==> src/rtl/pfd_core.sv <==
module pfd_core #(
  parameter int SYNC_STAGES = 2,
  parameter int CUR_W       = 3
) (
  input  logic             clk,
  input  logic             rst_n,
  input  logic             ref_i,
  input  logic             fb_i,
  input  logic             pol_i,
  input  logic [CUR_W-1:0] cur_i,
  output logic             up_o,
  output logic             dn_o,
  output logic             oe_o,
  output logic [CUR_W-1:0] cur_o
);
  localparam int LAST = SYNC_STAGES - 1;

  logic [LAST:0] ref_sy, fb_sy;
  logic          ref_d, fb_d;
  logic          ref_rise, fb_rise;
  logic          lead_q, lag_q;
  logic          want_lead, want_lag;

  always_ff @(posedge clk or negedge rst_n) begin
    if (!rst_n) begin
      ref_sy <= '0;
      fb_sy  <= '0;
      ref_d  <= 1'b0;
      fb_d   <= 1'b0;
    end else begin
      ref_sy[0] <= ref_i;
      fb_sy[0]  <= fb_i;
      for (int k = 1; k < SYNC_STAGES; k++) begin
        ref_sy[k] <= ref_sy[k-1];
        fb_sy[k]  <= fb_sy[k-1];
      end
      ref_d <= ref_sy[LAST];
      fb_d  <= fb_sy[LAST];
    end
  end

  assign ref_rise = ref_sy[LAST] & ~ref_d;
  assign fb_rise  = fb_sy[LAST] & ~fb_d;

  assign want_lead = lead_q | ref_rise;
  assign want_lag  = lag_q | fb_rise;

  always_ff @(posedge clk or negedge rst_n) begin
    if (!rst_n) begin
      lead_q <= 1'b0;
      lag_q  <= 1'b0;
    end else begin
      lead_q <= want_lead & ~want_lag;
      lag_q  <= want_lag & ~want_lead;
    end
  end

  assign up_o  = pol_i ? lead_q : lag_q;
  assign dn_o  = pol_i ? lag_q : lead_q;
  assign oe_o  = lead_q | lag_q;
  assign cur_o = oe_o ? cur_i : '0;
endmodule

==> config.mk <==
export PLATFORM = sky130hd
export DESIGN_NAME = pfd_core
export DESIGN_NICKNAME = d
export VERILOG_FILES = /design/src/rtl/pfd_core.sv
export SDC_FILE = /design/constraint.sdc
export NUM_CORES = 1
export LEC_CHECK = 0
export BUFFER_PORTS_ARGS = -buffer_cell sky130_fd_sc_hd__buf_2
export CORE_AREA = 2 2 39 41
export DETAILED_ROUTE_END_ITERATION = 10
export DIE_AREA = 0 0 41 43
export SYNTH_ARGS = -nofsm -noshare
export SYNTH_HDL_FRONTEND = slang
export SYNTH_SLANG_ARGS = --single-unit
==> constraint.sdc <==
create_clock -name clk -period 1.1 [get_ports clk]
set_input_delay 0.165 -clock clk [delete_from_list [all_inputs] [get_ports clk]]
set_output_delay 0.165 -clock clk [all_outputs]
set_load 0.01 [all_outputs]
== After elaboration in Yosys (flattened, before gate mapping) ==
Cells that the tools add are included.
Storage, ports and cells
  register bits after elaboration: 8
  bits in latches: 0
  memory bits (writable): 0
  ROM bits: 0
  memories kept: 0
Operators by class
  add/subtract/negate cells: 0
  multiply operators: 0
  divide/modulo/power cells: 0
  $lt $le $gt $ge: 0
  equal/unequal tests: 0
  shift operators: 0
  muxes and demuxes: 3
  bitwise gates (word level): 11
  reductions and logical operators: 0
Operators by type and width (number)
  AND 1 bit: 4
  inverter 1 bit: 4
  two-way mux 3 bit: 1
  OR 1 bit: 3
  two-way mux 1 bit: 2

== Depth between registers and ports, before layout ==
  word-level depth: 5
  mapped depth: 2
  mapped depth without buffers: 2

== Least setup slack after synthesis ==
OpenSTA, ideal clock, no wires.
  path kind: reg2out
  from: register lead_q
  to: output dn_o
  arrival time: 0.692 ns
  required time: 0.935 ns
  slack: 0.243 ns
  cell stages (with the launch flop): 3
  buffers on the path: 0
  cell sequence: dfrtp_1 > inv_1 > o21ai_0
On the way
  longest elaborated chain between the ends: 1
Ends and longest elaborated chain
  start: declaration: line 21  | logic lead_q, lag_q;
  start signal: assignment: line 53  | lead_q <= want_lead & ~want_lag;
  two-way mux 1 bit: line 59  | assign dn_o = pol_i ? lag_q : lead_q;
  end: declaration: line 12  | output logic dn_o,
Every way passes these cells.

== Final worst setup path ==
  from: register lag_q
  to: output up_o
On the way
  longest elaborated chain between the ends: 1
Ends and longest elaborated chain
  start: declaration: line 21
  start signal: assignment: line 54  | lag_q <= want_lag & ~want_lead;
  two-way mux 1 bit: line 58  | assign up_o = pol_i ? lead_q : lag_q;
  end: declaration: line 11  | output logic up_o,
Every way passes these cells.

==> results.json <==
{
  "status": "complete, but fails checks",
  "violations": "negative setup slack",
  "synth_most_common_cell": "dfrtp_1",
  "cp_max_fo": 4,
  "stdcell_area_um2": 444,
  "gr-total-overflow": 0,
  "io_pins": 14,
  "crit_arrival_ns": 1.07,
  "slew_headroom_pct": 88.3,
  "synthCells": 21,
  "ys.warnings.count": 0,
  "hold_viol": 0,
  "fin_crit_sh_pct": 113,
  "syn_to_final_growth_pct": 47.9,
  "cp_cell_sequence": "mux2_4, buf_6",
  "setup_viol_count_final": 6,
  "hpwl_um": 319,
  "fin_tns_setup_ns": -0.452,
  "drt-initial-drc-count": 3,
  "clock_path_buffers": 2,
  "track_usage_pct": 6.33,
  "drive_gt1_share_pct": 61.5,
  "rows": 14,
  "period_minus_slack_ns": 1.24,
  "wire_per_inst_um": 7.80,
  "finalNetCount": 49,
  "setup_ws_ns": -0.140,
  "synth_top_area_share_pct": 66.7,
  "ys.flop_type": "dfrtp_1",
  "die_h_um": 43,
  "critPathCaptureType": "output pin",
  "clock_latency_ns": 0.24,
  "worstHoldPathType": "in2reg",
  "ir_drop_v": 0.000686,
  "cts-root-buf": "clkbuf_4",
  "start_util_pct": 21.7,
  "antenna_found_initial": 0,
  "netlist_area_um2": 300,
  "vias_per_cell": 3.80,
  "postSynthNetCount": 29,
  "synthArstFlopShare_pct": 100,
  "grt_use_met3_pct": 4.71,
  "crit_path_start_kind": "flip-flop",
  "core_area_um2": 1380,
  "portBuffers": 13,
  "drt-pass1-iter-count": 4,
  "die_x_um": 41,
  "max_clock_freq_mhz": 807,
  "ys_ff_latch": 8,
  "cap_violations": 0,
  "slew_violations": 0,
  "required_ns": 0.94,
  "grtUsageMet1_pct": 5.76,
  "antennaDiodeCount": 0,
  "grt_pass1_vias": 202,
  "syn-mean-instance-area_um2": 14.3,
  "p_per_area_nw_per_um2": 1580,
  "grtUsageMet2_pct": 9.38,
  "num_vias": 209,
  "tightest_slew_ns": 0.175,
  "synth_edf_count": 0,
  "die_area_um2": 1760,
  "synth_area_leaders": "dfrtp_1 (67%), nor2b_1 (6.3%), nand2b_4 (4.6%), nor2b_4 (4.6%), a211oi_2 (4.2%)",
  "worst_path_largest_cell_delay_ns": 0.43,
  "ys_seq_area_share_pct": 66.7,
  "cts.sink_count": 8,
  "cts_tree": "done",
  "finalClockSkew_ns": 0.000281,
  "finalWirelength_um": 429,
  "grt_pass1_wl_um": 703,
  "post-place-ws_ns": 0.0939,
  "clkTransAtPathRegs_ns": 0.05,
  "gp_congestion": 0.594,
  "p_leak_nw": 0.232,
  "cts_inserted_buffers": 3,
  "critPathKind": "reg2out",
  "h-tree-depth": 1,
  "synth_top_area_cell": "dfrtp_1",
  "synth_common_cells": "dfrtp_1 (8), nor2b_1 (3), inv_1 (2)",
  "ant_nets": 0,
  "slowest_stage": "dfrtp_2",
  "top_usage_layer": "met2",
  "drc": 0,
  "rsz0062_at_grt": "yes",
  "grt_max_degree": 9,
  "synth_cell_types": 11,
  "path_buf_inv": 1,
  "place_area_um2": 385,
  "critPathTopFamily": "flip-flops"
}
-- layer usage --
metal | up-vias | wire (µm)
li1 | 105 | -
met4 | 0 | 0
met2 | 14 | 181
met5 | - | 0
met1 | 90 | 189
met3 | 0 | 58
-- registers in the layout, indices dropped and copies added (netlist names) --
register	count
fb_d	1
ref_d	1
lead_q	1
lag_q	1
ref_sy	2
fb_sy	2
-- worst paths after layout --
path	from	to	cells past startpoint	slack (ns)
min in group asynchronous	rst_n	ref_sy[1]	2	0.28
min reg2reg	ref_sy[0]	ref_sy[1]	0	0.35
max reg2reg	lag_q	lag_q	2	0.20
max in group asynchronous	rst_n	lag_q	2	0.64
min	fb_i	fb_sy[0]	1	0.03
max	lag_q	up_o	2	-0.14
-- what timing repair did --
| item | CTS | global route |
|---|---|---|
| gates resized for setup | 3 | 3 |
| pin swaps | 1 | 0 |
| setup endpoints to repair | 6 | 6 |
| setup buffers | 1 | 0 |
| endpoints found under the hold margin | 8 | 0 |
| hold buffers | 1 | 0 |
-- placed cells by master (no fill, tap or decap) --
cell           instances
o21ai_0                1
dfrtp_1                7
a211oi_2               1
nand2b_4               1
buf_2                 12
mux2_4                 1
buf_6                  1
nor2b_4                1
inv_1                  1
clkbuf_4               3
dfrtp_2                1
nor2b_1                3
o211a_1                1
nor2_4                 1
nand2_1                1
dlygate4sd3_1          1
buf_4                  1
inv_2                  1
-- power by group --
group	leakage (nW)	switching, mW	total (mW)	internal [mW]
registers	0.0944	0.0217	0.340	0.318
clock network	0.0138	0.0870	0.211	0.124
logic	0.124	0.0679	0.153	0.0852
-- through the flow --
| step | utilization [%] | power [mW] | std cells | hold WS, ns |
|---|---|---|---|---|
| 2_1_floorplan | - | 0.407 | 21 | -0.131 |
| 3_3_place_gp | 27.8 | 0.462 | 50 | 0.0103 |
| 3_5_place_dp | 27.8 | 0.463 | 50 | 0.0120 |
| 4_1_cts | 31.6 | 0.707 | 55 | 0.0129 |
| 5_1_grt | 32.1 | 0.755 | 55 | 0.00362 |
| 6_report | 32.1 | 0.704 | 55 | 0.0257 |
-- cell type report --
type | count | area [µm²]
well taps | 16 | 20.0
multi-input cells | 11 | 104
repair buffers | 15 | 88.8
clock buffers | 3 | 22.5
flip-flops and latches | 8 | 201
fillers | 136 | 940
inverters | 2 | 7.51
-- logic make-up after synthesis --
logic type | count (synthesis) | synth area share, %
flops | 8 | 66.7
compound gates | 3 | 9.16
simple gates | 7 | 17.9
mux | 1 | 3.75
buf+inv | 2 | 2.50
No activity file was read; power rests on OpenSTA's default activity.
